**src/rtl/cnt_pkg.sv**
```systemverilog
package cnt_pkg;

    typedef enum logic [1:0] {
        OP_HOLD  = 2'd0,
        OP_STEP  = 2'd1,
        OP_LOAD  = 2'd2,
        OP_CLEAR = 2'd3
    } cnt_op_e;

    typedef struct packed {
        logic mr_n;
        logic ld_n;
        logic en_p;
        logic en_t;
    } cnt_ctl_t;

    localparam int unsigned DEC_TOP = 9;

    function automatic int unsigned top_value(int unsigned width, bit decade);
        return decade ? DEC_TOP : ((32'd1 << width) - 32'd1);
    endfunction

    function automatic int unsigned wrap_step(int unsigned cur, int unsigned top);
        return (cur >= top) ? 32'd0 : cur + 32'd1;
    endfunction

endpackage

```
**src/rtl/cnt_op_sel.sv**
```systemverilog
module cnt_op_sel
    import cnt_pkg::*;
(
    input  cnt_ctl_t ctl,
    output cnt_op_e  op
);

    always_comb begin
        if (!ctl.mr_n)
            op = OP_CLEAR;
        else if (!ctl.ld_n)
            op = OP_LOAD;
        else if (ctl.en_p && ctl.en_t)
            op = OP_STEP;
        else
            op = OP_HOLD;
    end

endmodule

```
**src/rtl/cnt_next.sv**
```systemverilog
module cnt_next
    import cnt_pkg::*;
#(
    parameter int unsigned W   = 4,
    parameter int unsigned TOP = 15
) (
    input  cnt_op_e        op,
    input  logic [W-1:0]   cur,
    input  logic [W-1:0]   din,
    output logic [W-1:0]   nxt
);

    logic [W-1:0] stepped;

    assign stepped = W'(wrap_step(32'(cur), TOP));

    always_comb begin
        unique case (op)
            OP_CLEAR: nxt = '0;
            OP_LOAD:  nxt = din;
            OP_STEP:  nxt = stepped;
            default:  nxt = cur;
        endcase
    end

endmodule

```
**src/rtl/cnt_store.sv**
```systemverilog
module cnt_store #(
    parameter int unsigned W         = 4,
    parameter bit          ASYNC_CLR = 1'b1
) (
    input  logic         clk,
    input  logic         mr_n,
    input  logic [W-1:0] nxt,
    output logic [W-1:0] q
);

    generate
        if (ASYNC_CLR) begin : g_async
            always_ff @(posedge clk or negedge mr_n) begin
                if (!mr_n)
                    q <= '0;
                else
                    q <= nxt;
            end

            AST_ASYNC_ZERO: assert property (@(posedge clk) !mr_n |-> q == '0);
        end else begin : g_sync
            always_ff @(posedge clk) begin
                q <= nxt;
            end
        end
    endgenerate

endmodule

```
**src/rtl/cnt_tc.sv**
```systemverilog
module cnt_tc #(
    parameter int unsigned W   = 4,
    parameter int unsigned TOP = 15
) (
    input  logic [W-1:0] q,
    input  logic         en_t,
    output logic         tc
);

    localparam logic [W-1:0] TOP_V = W'(TOP);

    assign tc = en_t && (q == TOP_V);

endmodule

```
**src/rtl/cnt_stage.sv**
```systemverilog
module cnt_stage
    import cnt_pkg::*;
#(
    parameter int unsigned W         = 4,
    parameter bit          DECADE    = 1'b0,
    parameter bit          ASYNC_CLR = 1'b1
) (
    input  logic         clk,
    input  logic         mr_n,
    input  logic         ld_n,
    input  logic [W-1:0] din,
    input  logic         cen_p,
    input  logic         cen_t,
    output logic [W-1:0] q,
    output logic         tco
);

    localparam int unsigned   TOP   = top_value(W, DECADE);
    localparam logic [W-1:0]  TOP_V = W'(TOP);

    cnt_ctl_t     ctl;
    cnt_op_e      op;
    logic [W-1:0] nxt;

    assign ctl = '{mr_n: mr_n, ld_n: ld_n, en_p: cen_p, en_t: cen_t};

    cnt_op_sel u_sel (
        .ctl (ctl),
        .op  (op)
    );

    cnt_next #(.W(W), .TOP(TOP)) u_next (
        .op  (op),
        .cur (q),
        .din (din),
        .nxt (nxt)
    );

    cnt_store #(.W(W), .ASYNC_CLR(ASYNC_CLR)) u_store (
        .clk  (clk),
        .mr_n (mr_n),
        .nxt  (nxt),
        .q    (q)
    );

    cnt_tc #(.W(W), .TOP(TOP)) u_tc (
        .q    (q),
        .en_t (cen_t),
        .tc   (tco)
    );

    AST_CLEAR_WINS: assert property (@(posedge clk) !mr_n |=> q == '0);

    AST_LOAD_TAKES: assert property (@(posedge clk) disable iff (!mr_n)
        !ld_n |=> q == $past(din));

    AST_HOLD_IDLE: assert property (@(posedge clk) disable iff (!mr_n)
        (ld_n && !(cen_p && cen_t)) |=> $stable(q));

    AST_INC_ONE: assert property (@(posedge clk) disable iff (!mr_n)
        (ld_n && cen_p && cen_t && q < TOP_V) |=> q == $past(q) + W'(1));

    AST_WRAP_TOP: assert property (@(posedge clk) disable iff (!mr_n)
        (ld_n && cen_p && cen_t && q == TOP_V) |=> q == '0);

    generate
        if (DECADE) begin : g_dec_chk
            AST_ILLEGAL_RECOVER: assert property (@(posedge clk) disable iff (!mr_n)
                (ld_n && cen_p && cen_t && q > TOP_V) |=> q == '0);
        end
    endgenerate

    AST_TC_QUALIFIED: assert property (@(posedge clk) disable iff (!mr_n)
        tco |-> (cen_t && q == TOP_V));

endmodule

```
**config.mk**
```make
export PLATFORM = sky130hd
export DESIGN_NAME = cnt_stage
export DESIGN_NICKNAME = d
export VERILOG_FILES = /design/src/rtl/cnt_pkg.sv /design/src/rtl/cnt_op_sel.sv /design/src/rtl/cnt_next.sv /design/src/rtl/cnt_store.sv /design/src/rtl/cnt_tc.sv /design/src/rtl/cnt_stage.sv
export SDC_FILE = /design/constraint.sdc
export NUM_CORES = 1
export LEC_CHECK = 0
export BUFFER_PORTS_ARGS = -buffer_cell sky130_fd_sc_hd__buf_4
export CORE_AREA = 2 2 39 41
export CTS_BUF_LIST = sky130_fd_sc_hd__clkbuf_8
export DETAILED_ROUTE_END_ITERATION = 8
export DIE_AREA = 0 0 41 43
export MAX_ROUTING_LAYER = met4
export PLACE_DENSITY = 0.38
export REMOVE_ABC_BUFFERS = 1
export SETUP_SLACK_MARGIN = 0.4
export SLEW_MARGIN = 20
export SYNTH_ARGS = -nofsm -noshare
export SYNTH_HDL_FRONTEND = slang
export SYNTH_SLANG_ARGS = --single-unit
```
**constraint.sdc**
```tcl
create_clock -name clk -period 3.9 [get_ports clk]
set_clock_uncertainty 0.2 [all_clocks]
set_input_delay 0.39 -clock clk [delete_from_list [all_inputs] [get_ports clk]]
set_output_delay 0.39 -clock clk [all_outputs]
set_load 0.01 [all_outputs]
```
# Word-level counts from Yosys, hierarchy flattened
# Cells that the tools add are included.
[word_totals]
ff_bits = 4
in_bits = 9
output_inout_bits = 5
word_cells = 15
[classes]
n_addsub = 1
n_lt_le_gt_ge = 1
eq_ne = 4
n_mux = 5
n_reduce_logical = 3
[op_table]
columns = ["cell", "n"]
rows = [
  ["case mux 4 bit (3 select lines)", 1],
  ["adder 4 x 1 -> 4 bit, second input constant", 1],
  ["equality test 2 bit, second input constant", 2],
  ["equality test 4 bit, second input constant", 1],
  ["greater-or-equal comparator 4 bit, second input constant", 1],
  ["two-way mux 2 bit", 2],
  ["two-way mux 4 bit", 1],
  ["nonzero test 3 bit", 1],
  ["equality test 2 x 1 -> 1 bit, second input constant", 1],
  ["logical AND 1 bit", 2],
  ["two-way mux 1 bit", 1],
]

# Logic depth before layout (Yosys ltp)
[depth]
depth_word = 6
mapped_depth = 4

# Modules after synthesis
# Synthesis repeated with hierarchy kept, for this count alone.
[unflattened]
hier_cells = 28
hier_area_um2 = 262.8
[modules_own_cells]
columns = ["mod", "n_inst", "cells_each", "area_each_um2"]
rows = [
  ["cnt_next", 1, 18, 137.6],
  ["cnt_store", 1, 4, 100.1],
  ["cnt_op_sel", 1, 3, 12.5],
  ["cnt_tc", 1, 3, 12.5],
]

# Worst setup path after synthesis
# No wires, ideal clock.
[synth_timing]
path_type = "register to output"
startpoint = "register u_store.q[0]"
endpoint = "output tco"
arrival_ps = 863
t_required_ps = 3310
slack_ps = 2447
stages_incl_launch_ff = 3
path_buffers = 0
cell_sequence = "dfrtp_1 > ha_1 > and4_2"
[synth_via]
elab_chain_cells = 2
[synth_lines]
columns = ["item", "line_no", "text"]
rows = [
  ["start: declaration", "cnt_store.sv:8", "output logic [W-1:0] q"],
  ["start signal: assignment", "cnt_store.sv:17", "q <= nxt;"],
  ["equality test 4 bit", "cnt_tc.sv:12", "assign tc = en_t && (q == TOP_V);"],
  ["logical AND 1 bit", "cnt_tc.sv:12", ""],
  ["end: declaration", "cnt_stage.sv:15", "output logic tco"],
]
# No other way between the ends.

# Final worst setup path
# Ends and elaborated chain as after synthesis.

==> metrics.md <==
| Metric | Value |
|---|---|
| Unrepaired setup endpoints after global routing | no |
| Post-Syn Area per Cell | 9.18 um2 |
| Smallest hold slack | 0.221 ns |
| Worst Path Max Fanout | 5 |
| Gpl congestion | 0.677 |
| CP Launch Type | register |
| Initial DRC count | 3 |
| # setup viols final | 0 |
| DRC | 0 |
| Largest net degree at the start of global routing | 9 |
| Input/output buffers | 13 |
| Critical path's largest stage delay | 0.41 ns |
| Drt first pass iters | 4 |
| Share of layout cells above drive strength 1 | 40.9% |
| Ant. Diodes | 0 |
| Area of the core | 1380 um2 |
| Worst slew margin | 86.5% |
| Post-synthesis sequential area ratio | 40.4% |
| Post-route clock period utilization | 45.9% |
| Slew @ Worst Pin | 0.201 ns |
| Seq cells post-synth | 4 |
| Crit path max-delay family | flip-flops |
| Synth cell types | 16 |
| WL per Instance | 10.9 um |
| Worst Hold Class | in -> reg |
| Via count | 263 |
| Clock sinks | 4 |
| Maximum vdd drop | 103 uV |
| CP required | 3.31 ns |
| Leakage | 0.188 nW |
| Clk root buf | clkbuf_8 |
| Die Area | 1760 um2 |
| CP Cell Sequence | ha_1, and4_2, buf_4 |
| Synth Instances | 27 |
| Starting Density | 17.9% |
| Row count | 14 |
| Max Cap Viol | 0 |
| GR Layer Usage met3 | 3.14% |
| Vias in the first global route | 241 |
| Largest Register | u_store.q |
| CTS max path bufs | 2 |
| Initial antenna violation count | 0 |
| H-tree depth | 1 |
| CTS tree | yes |
| WP buf/inv | 1 |
| Busiest grt layer | met1 |
| Remaining Overflow, GRT | 0 |
| Nets | 56 |
| Post-route antenna net violation count | 0 |
| Vias per cell | 4.38 |
| Largest regs | u_store.q: 4 flops |
| Post-CTS Setup Bufs | 0 |
| Setup tns final | 0 ns |
| Crit path time final | 1.79 ns |
| Clock transition at the registers of the reported paths | 0.03 ns |
| First-pass GRT wire length | 993 um |
| Slowest-stage cell, CP | dfrtp_1 |
| Area grow syn2layout | 68.2% |
| Io pins | 14 |
| Max-slew violations | 0 |
| Synth warnings | 0 |
| Worst R2R Setup Slack | 2.52 ns |
| Worst setup EP type | output port |
| Met1 usage | 12.6% |
| Clock Latency Late Sink | 0.21 ns |
| Max FFs per register | 4 |
| Num CTS Buffers | 3 |
| PostCTS Resize Cnt | 0 |
| P per Cell Area | 383 nW/um2 |
| Outcome | complete, no violations |
| Die Ht | 43 um |
| Gr usage total | 8.66% |
| Fmax | 558 MHz |
| CP Class | reg -> out |
| Crit path arrival time | 1.20 ns |
| DIE WIDTH | 41 um |
| Pwr Total | 0.000160 W |
| Synth Cell Area | 248 um2 |
| Met2 usage | 10.3% |
| Final Hold Fails | 0 |
| WL final | 652 um |
[area by class of cell]
| type | instances | area, um2 |
|---|---|---|
| Timing Repair Buffer | 14 | 108 |
| Multi-Input combinational cell | 22 | 144 |
| Sequential cell | 4 | 100 |
| Inverter | 1 | 3.75 |
| Fill cell | 154 | 967 |
| Clock buffer | 3 | 41.3 |
| Tap cell | 16 | 20.0 |
[timing repair]
item                                    in CTS  in global routing
endpoints found under the setup margin       0                  0
hold endpoints to repair                     4                  0
hold buffers                                 1                  0
[power breakdown]
part	switching [W]	total, W	internal, W
combinational	0.0000118	0.0000261	0.0000143
sequential	0.00000410	0.0000490	0.0000449
clock	0.0000188	0.0000844	0.0000656
[worst register-to-register path, delay by kind of cell, from the launching register on]
family                   cells  cell delay, ns
flip-flops                   1            0.41
adder cells (fa/ha/maj)      1            0.26
AO/OA/AOI/OAI                2            0.44
[through the flow]
step | std cells | utilization [%] | worst slack [ns] | cell area (um2)
global placement | 56 | 26.4 | 2.37 | 365
global route | 60 | 30.1 | 2.07 | 417
finish | 60 | 30.1 | 2.11 | 417
floorplan | 27 | - | 2.45 | 248
CTS | 60 | 30.1 | 2.11 | 417
detailed placement | 56 | 26.4 | 2.33 | 365
[synthesized netlist by cell type]
library cell | instances | share of area, %
inv_1 | 1 | 1.5
a41oi_2 | 1 | 6.6
nand3_1 | 3 | 6.1
ha_1 | 1 | 5.0
a21oi_1 | 1 | 2.0
o21ai_0 | 3 | 6.1
a311o_1 | 1 | 4.0
a31oi_1 | 1 | 2.5
a311oi_1 | 1 | 3.5
nor2_1 | 1 | 1.5
or3_1 | 1 | 2.5
and4_2 | 1 | 4.0
xor2_1 | 1 | 3.5
dfrtp_1 | 4 | 40
nand2_1 | 5 | 7.6
nand3b_1 | 1 | 3.0
[kinds of logic after synthesis]
| logic type | synth area share (%) |
|---|---|
| fa+ha+maj | 5.05 |
| buf+inv | 1.51 |
| simple gates | 24.7 |
| xor+xnor | 3.54 |
| flops | 40.4 |
| compound gates | 24.7 |
[worst paths after layout]
path / from / endpoint / depth (start not counted)
max: u_store.q[0] / tco / 3
max in group asynchronous: mr_n / u_store.q[2] / 2
min in group asynchronous: mr_n / u_store.q[1] / 2
max reg2reg: u_store.q[0] / u_store.q[0] / 3
min reg2reg: u_store.q[1] / u_store.q[1] / 2
min: ld_n / u_store.q[2] / 2
[metal layers]
layer  part of all wire [%]  wire, um
met4                      0         0
met3                    8.1        53
met2                     42       272
met1                     50       327
met5                      0         0
[cell usage in the layout (no fill, tap or decap), drive strengths merged]
cell         count
buf             13
nand2            5
dfrtp            4
nand3            3
o21ai            3
clkbuf           3
and4             1
or3              1
nand3b           1
a41oi            1
xor2             1
a21oi            1
nor2             1
inv              1
a311oi           1
a311o            1
a31oi            1
ha               1
dlygate4sd3      1
(Power assumes the default switching activity.)
